--- config.mk ---
export PLATFORM = sky130hd
export DESIGN_NAME = sized_alu_cc
export DESIGN_NICKNAME = d
export VERILOG_FILES = /design/src/rtl/sized_alu_pkg.sv /design/src/rtl/alu_addsub.sv /design/src/rtl/ccr_file.sv /design/src/rtl/sized_alu_cc.sv
export SDC_FILE = /design/constraint.sdc
export NUM_CORES = 1
export LEC_CHECK = 0
export CAP_MARGIN = 15
export CORE_MARGIN = 3
export CORE_UTILIZATION = 40
export CTS_BUF_LIST = sky130_fd_sc_hd__clkbuf_2 sky130_fd_sc_hd__clkbuf_4 sky130_fd_sc_hd__clkbuf_8
export CTS_CLUSTER_DIAMETER = 120
export DETAILED_ROUTE_END_ITERATION = 8
export HOLD_SLACK_MARGIN = 0.06
export PLACE_DENSITY = 0.69
export SYNTH_ARGS = -nofsm -noshare
export SYNTH_HDL_FRONTEND = slang
export SYNTH_HIERARCHICAL = 1
export SYNTH_SLANG_ARGS = --single-unit
--- constraint.sdc ---
create_clock -name clk -period 6.75 [get_ports clk]
set_clock_uncertainty 0.15 [all_clocks]
set_input_delay 0.675 -clock clk [delete_from_list [all_inputs] [get_ports clk]]
set_output_delay 0.675 -clock clk [all_outputs]
set_load 0.01 [all_outputs]
--- src/rtl/sized_alu_pkg.sv ---
package sized_alu_pkg;

    localparam int DW = 32;
    localparam int CW = 8;

    typedef enum logic [2:0] {
        OP_ADD  = 3'd0,
        OP_ADDC = 3'd1,
        OP_SUB  = 3'd2,
        OP_SUBB = 3'd3,
        OP_CMP  = 3'd4,
        OP_NEG  = 3'd5
    } op_e;

    typedef enum logic [1:0] {
        SZ_BYTE = 2'd0,
        SZ_WORD = 2'd1,
        SZ_LONG = 2'd2
    } size_e;

    typedef enum logic [1:0] {
        LG_AND  = 2'd0,
        LG_OR   = 2'd1,
        LG_XOR  = 2'd2,
        LG_NONE = 2'd3
    } logic_fn_e;

    // bit order is behaviour: software sees this exact byte
    typedef struct packed {
        logic i;
        logic ui;
        logic h;
        logic u;
        logic n;
        logic z;
        logic v;
        logic c;
    } ccr_t;

    typedef struct packed {
        logic h;
        logic n;
        logic z;
        logic v;
        logic c;
    } flags_t;

    function automatic logic [DW-1:0] width_mask(input logic [1:0] sz);
        case (sz)
            SZ_BYTE: width_mask = DW'(32'h0000_00FF);
            SZ_WORD: width_mask = DW'(32'h0000_FFFF);
            default: width_mask = {DW{1'b1}};
        endcase
    endfunction

    function automatic int top_bit(input logic [1:0] sz);
        case (sz)
            SZ_BYTE: top_bit = 7;
            SZ_WORD: top_bit = 15;
            default: top_bit = DW - 1;
        endcase
    endfunction

    // half-carry is taken four bits below the top
    function automatic int half_bit(input logic [1:0] sz);
        half_bit = top_bit(sz) - 4;
    endfunction

    function automatic logic [CW-1:0] merge_imm(input logic [CW-1:0] cur,
                                               input logic [1:0] fn,
                                               input logic [CW-1:0] imm);
        case (fn)
            LG_AND:  merge_imm = cur & imm;
            LG_OR:   merge_imm = cur | imm;
            LG_XOR:  merge_imm = cur ^ imm;
            default: merge_imm = cur;
        endcase
    endfunction

endpackage

--- src/rtl/alu_addsub.sv ---
module alu_addsub
    import sized_alu_pkg::*;
(
    input  logic [2:0]    op,
    input  logic [1:0]    sz,
    input  logic [DW-1:0] a,
    input  logic [DW-1:0] b,
    input  logic          c_in,
    output logic [DW-1:0] res,
    output logic          known,
    output flags_t        fl
);

    logic [DW-1:0] mask;
    logic [DW-1:0] x_op;
    logic [DW-1:0] y_op;
    logic [DW-1:0] aa;
    logic [DW-1:0] bb;
    logic          inv;
    logic          cin;
    logic [DW:0]   sum;
    logic [DW:0]   cvec;
    int            msb;
    int            hb;

    always_comb begin
        known = 1'b1;
        inv   = 1'b0;
        cin   = 1'b0;
        x_op  = a;
        y_op  = b;
        case (op)
            OP_ADD:  ;
            OP_ADDC: cin = c_in;
            OP_SUB,
            OP_CMP:  begin inv = 1'b1; cin = 1'b1; end
            OP_SUBB: begin inv = 1'b1; cin = ~c_in; end
            OP_NEG:  begin x_op = '0; y_op = a; inv = 1'b1; cin = 1'b1; end
            default: begin known = 1'b0; y_op = '0; end
        endcase

        mask = width_mask(sz);
        msb  = top_bit(sz);
        hb   = half_bit(sz);
        aa   = x_op & mask;
        bb   = (inv ? ~y_op : y_op) & mask;
        sum  = {1'b0, aa} + {1'b0, bb} + {{DW{1'b0}}, cin};
        // carry into each bit position, recovered from the sum
        cvec = sum ^ {1'b0, aa} ^ {1'b0, bb};
        res  = sum[DW-1:0] & mask;

        fl.h = cvec[hb + 1] ^ inv;
        fl.c = cvec[msb + 1] ^ inv;
        fl.v = cvec[msb + 1] ^ cvec[msb];
        fl.n = sum[msb];
        fl.z = (res == '0);
    end

endmodule

--- src/rtl/ccr_file.sv ---
module ccr_file
    import sized_alu_pkg::*;
(
    input  logic          clk,
    input  logic          rst,
    input  logic          alu_upd,
    input  flags_t        alu_fl,
    input  logic          wr_en,
    input  logic [CW-1:0] wr_data,
    input  logic          lg_en,
    input  logic [1:0]    lg_fn,
    input  logic [CW-1:0] lg_imm,
    input  logic          exc,
    output ccr_t          q
);

    ccr_t nxt;

    always_comb begin
        nxt = q;
        if (wr_en) begin
            nxt = ccr_t'(wr_data);
        end else if (lg_en) begin
            nxt = ccr_t'(merge_imm(q, lg_fn, lg_imm));
        end else if (alu_upd) begin
            nxt.h = alu_fl.h;
            nxt.n = alu_fl.n;
            nxt.z = alu_fl.z;
            nxt.v = alu_fl.v;
            nxt.c = alu_fl.c;
        end
        if (exc) begin
            nxt.i = 1'b1;
        end
    end

    always_ff @(posedge clk) begin
        if (rst) begin
            q <= ccr_t'(8'h80);
        end else begin
            q <= nxt;
        end
    end

endmodule

--- src/rtl/sized_alu_cc.sv ---
module sized_alu_cc
    import sized_alu_pkg::*;
(
    input  logic          clk,
    input  logic          rst,
    input  logic          op_valid,
    input  logic [2:0]    op_code,
    input  logic [1:0]    op_size,
    input  logic [DW-1:0] opnd_a,
    input  logic [DW-1:0] opnd_b,
    output logic [DW-1:0] result,
    output logic          result_we,
    input  logic          ccr_wr_en,
    input  logic [CW-1:0] ccr_wr_data,
    input  logic          ccr_logic_en,
    input  logic [1:0]    ccr_logic_fn,
    input  logic [CW-1:0] ccr_logic_imm,
    input  logic          exc_entry,
    output logic [CW-1:0] ccr_q,
    output logic          irq_mask
);

    flags_t fl;
    logic   known;
    ccr_t   cc;

    alu_addsub u_arith (
        .op    (op_code),
        .sz    (op_size),
        .a     (opnd_a),
        .b     (opnd_b),
        .c_in  (cc.c),
        .res   (result),
        .known (known),
        .fl    (fl)
    );

    ccr_file u_ccr (
        .clk     (clk),
        .rst     (rst),
        .alu_upd (op_valid & known),
        .alu_fl  (fl),
        .wr_en   (ccr_wr_en),
        .wr_data (ccr_wr_data),
        .lg_en   (ccr_logic_en),
        .lg_fn   (ccr_logic_fn),
        .lg_imm  (ccr_logic_imm),
        .exc     (exc_entry),
        .q       (cc)
    );

    assign result_we = op_valid & known & (op_code != OP_CMP);
    assign ccr_q     = cc;
    assign irq_mask  = cc.i;

endmodule

== Word level (Yosys, flattened, before mapping) ==
Index checks and enable logic that the tools add are counted.

* Shifts and indexed selects: 0
* Div/mod/pow operators: 0
* $mul: 0
* $lt $le $gt $ge: 3
* Add/sub/neg operators: 5
* Bitwise operators: 15
* Reductions and logical operators: 14
* Eq/ne operators: 10
* Mux-type cells: 28

{| class="wikitable"
|+ Operators by type and width
! kind !! number
|-
| 32-bit case mux with 2 select lines || 2
|-
| 32-bit AND || 3
|-
| 33-bit by 32-bit XOR with 33-bit output || 2
|-
| 32-bit by 8-bit < comparator with 1-bit output, second input constant || 2
|-
| 32-bit 2-to-1 mux || 2
|-
| 32-bit by 32-bit adder with 33-bit output || 1
|-
| 33-bit by 1-bit adder with 33-bit output || 1
|-
| 32-bit by 2-bit adder with 32-bit output, second input constant || 1
|-
| 32-bit logical NOT || 1
|-
| 32-bit NOT || 1
|-
| 1-bit binary-select mux with 6-bit select || 4
|-
| 8-bit case mux with 3 select lines || 1
|-
| 1-bit 2-to-1 mux || 13
|-
| 5-bit case mux with 2 select lines || 1
|-
| 8-bit AND || 1
|-
| 4-bit 2-to-1 mux || 2
|-
| 8-bit 2-to-1 mux || 1
|-
| 8-bit bitwise OR || 1
|-
| 8-bit XOR || 1
|-
| 5-bit by 7-bit < comparator with 1-bit output, second input constant || 1
|-
| 5-bit by 1-bit adder with 6-bit output, second input constant || 1
|-
| 3-bit by 2-bit equality test with 1-bit output, second input constant || 2
|-
| 3-bit equality test, second input constant || 2
|-
| 6-bit OR reduction || 1
|-
| other kinds (21) || 27
|}

* Output and inout port bits: 42
* ROM bits: 0
* Latch bits: 0
* Input port bits: 93
* Memories kept: 0
* Word-level logic and storage cells: 83
* Bits in writable memories: 0
* Flip-flop bits (word level): 8

== Logic depth before layout (Yosys ltp) ==
* Depth in word-level cells: 17
* Mapped depth: 20
* Depth with buffers taken out: 17

== Modules after synthesis ==
Netlist, hierarchy kept.

{| class="wikitable"
|+ By module, submodules not included
! module !! cells an instance !! instances !! seq. area each (um^2) !! area each (um^2)
|-
| alu_addsub || 556 || 1 || 0.0 || 3812.4
|-
| ccr_file || 118 || 1 || 160.2 || 922.1
|-
| sized_alu_cc || 4 || 1 || 0.0 || 38.8
|}

== Worst setup path before layout ==
Ideal clock, no wire load.

* Kind: input port to flip-flop
* Start point: input op_code[2]
* End point: register u_ccr/q[2] in the netlist's numbering
* Cell stages on the path: 19
* Data required time: 6.509 ns
* Path buffers: 3
* Slack: 0.850 ns
* Arrival: 5.659 ns
* Library setup time: 0.091 ns
* Path through: clkbuf_1 -> clkbuf_1 -> buf_1 -> mux2i_1 -> o22ai_1 -> fa_1 -> inv_1 -> fa_1 -> nor2b_1 -> o22a_2 -> xor2_1 -> or4_4 -> a2111oi_4 -> o2111ai_1 -> or4_1 -> or4b_1 -> nor4_2 -> a22oi_1 -> a311oi_1

{| class="wikitable"
|+ RTL lines
! item !! RTL line !! text
|-
| start: declaration || sized_alu_cc.sv:7 || <nowiki>input logic [2:0] op_code,</nowiki>
|-
| end signal: assignment || ccr_file.sv:39 || <nowiki>q <= ccr_t'(8'h80);</nowiki>
|-
| end signal: assignment || ccr_file.sv:41 || <nowiki>q <= nxt;</nowiki>
|-
| end: declaration || ccr_file.sv:14 || <nowiki>output ccr_t q</nowiki>
|}

==> qor.yml <==
outcome:
  status: "finished clean"
clocking:
  cts.sinks: 8
  cts_max_level: 1
  numCtsBuffers: 3
  clk_pin_slew_ns: 0.04
  cts_tree: "yes"
  post_cts_buffers: 0
  cts_resized: 0
  worstSkewPairLatency_ns: 0.23
  hold_buffers: 0
  cts_max_path_buffers: 2
  root_buffer: "clkbuf_8"
finish:
  n_antenna_cell: 0
  largest_reg_flops: 8
  final_cell_mix: "clkdlybuf4s50_1 (132), mux2i_1 (70), nor2_1 (63)"
  regMostFlops: "u_ccr/q"
  top_regs: "u_ccr/q x8"
  syn_to_final_growth_pct: 30.2
  drive_gt1_frac: 0.0425
  mostFrequentLayoutCell: "clkdlybuf4s50_1"
  fin_nets: 924
timing:
  rsz0062_at_grt: "no"
  setup_tns_ns: 0
  post-route-period-util: 0.868
  fmax_mhz: 171
  min_period_ns: 5.86
  final-hold-violation-count: 0
  hold_slack_ns: 0.425
  setup_ws_ns: 0.892
  setup_viol: 0
  tightestPinTransition_ns: 0.623
  slew_headroom: 0.574
  slew_violations: 0
setup_path:
  crit_buf_inv: 3
  crit_type: "input pin to flip-flop"
  crit_path_end_kind: "flip-flop"
  endpoint: "u_ccr/q[2]"
  crit_slowest_cell: "a2111oi_0"
  crit_chain: "clkdlybuf4s50_1 -> nand2b_1 -> buf_4 -> o22ai_1 -> fa_1 -> inv_1 -> fa_1 -> nor2b_1 -> o2111ai_1 -> a32oi_1 -> a31oi_1 -> or2_2 -> xnor2_1 -> a2111oi_0 -> or4b_1 -> nor4_2 -> a22oi_1 -> a311oi_1"
  path_depth: 18
  cp_max_fo: 18
  crit_required_ns: 6.74
  cp_common_cell: "fa_1"
  r2r-end: "u_ccr/q[2]"
  timing.rr.start: "u_ccr/q[0]"
  worst_setup_path_start_kind: "input pin"
  r2r_setup_slack_ns: 1.66
  crit_start: "op_code[1]"
  rr_worst_depth: 16
  arrival_ns: 5.85
  cp_top_family: "compound AO/OA/AOI/OAI gates"
  max_stage_delay_ns: 0.62
floorplanning:
  core_area_um2: 11600
  start_util: 0.413
  pin_count: 135
  fp.dieW_um: 115
  core.rowCount: 39
  dieArea_um2: 13300
  die_height_um: 115
power_and_ir_drop:
  peakVddDrop_mv: 0.0639
  p_per_area_nw_per_um2: 115
  power_mw: 0.715
  leakagePower_nw: 2.78
drt:
  viasPerCell: 6.01
  drtIter0Drc: 424
  drc: 0
  routed_wl_mm: 16.5
  wire_per_inst_um: 18.0
  dr.pass1.iters: 5
  num_vias: 5526
  drtAntennaViolNets: 0
grt:
  antenna_found_initial: 0
  globalRoute.totalOverflow: 0
  grt_pass1_wl_mm: 26.3
  grt_max_degree: 33
  grt_use_total: 0.239
  first_global_vias: 5177
yosys:
  async_flop_share: 0
  ys_ff_latch: 8
  ys_seq_area_frac: 0.0336
  synth.distinct_cells: 67
  ys_warn_count: 6
  synth_edf_count: 0
  synth_top_area_frac: 0.147
  synth-main-ff-cell: "dfxtp_1"
  synth_area_um2: 4770
  synth_area_per_cell_um2: 7.04
  synth_top_area_cell: "mux2i_1"
  syn-num-nets: 823
  synth.area.top_cells: "mux2i_1 (15%), ha_1 (13%), nor2_1 (5.0%)"
  synth_cells: 678
place:
  post-place-ws_ns: 0.704
  globalplace.congestion: 0.934
  portBuffers: 134
  dp_hpwl_mm: 13.4
job:
  maxCapViolCount: 0
worst_hold_path:
  hold_depth: 2
  min-delay-path-class: "flip-flop to flip-flop"
[through the flow]
stage | std cells | cell area, um2 | util
6_report | 920 | 6220 | 0.537
5_1_grt | 920 | 6220 | 0.537
4_1_cts | 920 | 6220 | 0.537
3_5_place_dp | 917 | 6170 | 0.534
3_3_place_gp | 917 | 6170 | 0.534
2_1_floorplan | 678 | 4770 | -
[layer usage]
metal | vias up | track usage | part of all wire
li1 | 2693 | - | -
met5 | - | 0 | 0
met2 | 201 | 0.404 | 0.46
met4 | 0 | 0.0344 | 0.011
met1 | 2612 | 0.340 | 0.47
met3 | 20 | 0.0179 | 0.063
[cell families after synthesis]
family / share of synthesized area
compound gates: 0.275
xor+xnor: 0.0752
fa+ha+maj: 0.139
buf+inv: 0.0716
flops: 0.0336
mux: 0.149
simple gates: 0.256
[power breakdown]
group	switching [mW]	internal, mW
Clock	0.0202	0.0388
Combinational	0.311	0.287
Sequential	0.00587	0.0524
Total	0.337	0.378
[worst reg2reg max path: cells and delay by family, from the launching register on]
kind | cells | cell delay [ns]
flops | 1 | 0.40
compound gates | 7 | 2.02
buf+inv | 1 | 0.06
fa+ha+maj | 2 | 0.63
simple gates | 4 | 1.35
xor+xnor | 2 | 0.38
[worst min path at each step]
stage | start | endpoint | slack (ns)
6_report | u_ccr/q[1] | u_ccr/q[1] | 0.43
3_5_place_dp | u_ccr/q[1] | u_ccr/q[1] | 0.42
2_1_floorplan | u_ccr/q[1] | u_ccr/q[1] | 0.41
4_1_cts | u_ccr/q[1] | u_ccr/q[1] | 0.42
3_3_place_gp | u_ccr/q[1] | u_ccr/q[1] | 0.39
5_1_grt | u_ccr/q[1] | u_ccr/q[1] | 0.46
[cell type report]
type                            count  area [um2]
Clock buffer                        3        41.3
Fill cell                        1159        5350
Sequential cell                     8         160
Timing Repair Buffer              148        1440
Multi-Input combinational cell    584        4270
Inverter                           34         128
Tap cell                          143         179
[Yosys cell counts (all sizes together) (5+ instances only)]
| cell type | instances |
|---|---|
| mux2i | 70 |
| nor2 | 63 |
| ha | 50 |
| a21oi | 44 |
| nand2 | 44 |
| clkbuf | 42 |
| inv | 34 |
| and3 | 33 |
| xnor2 | 26 |
| o21ai | 25 |
| o22a | 25 |
| nand2b | 18 |
| and2 | 17 |
| nor3 | 15 |
| xor2 | 15 |
| nand4 | 11 |
| a21o | 10 |
| buf | 10 |
| nand3 | 9 |
| dfxtp | 8 |
| o22ai | 8 |
| a311o | 7 |
| a311oi | 7 |
| nor2b | 7 |
| a211o | 6 |
| a31oi | 6 |
| or2 | 6 |
| a22oi | 5 |
| o211ai | 5 |
| o21a | 5 |
| or3 | 5 |
(Power assumes the default switching activity.)
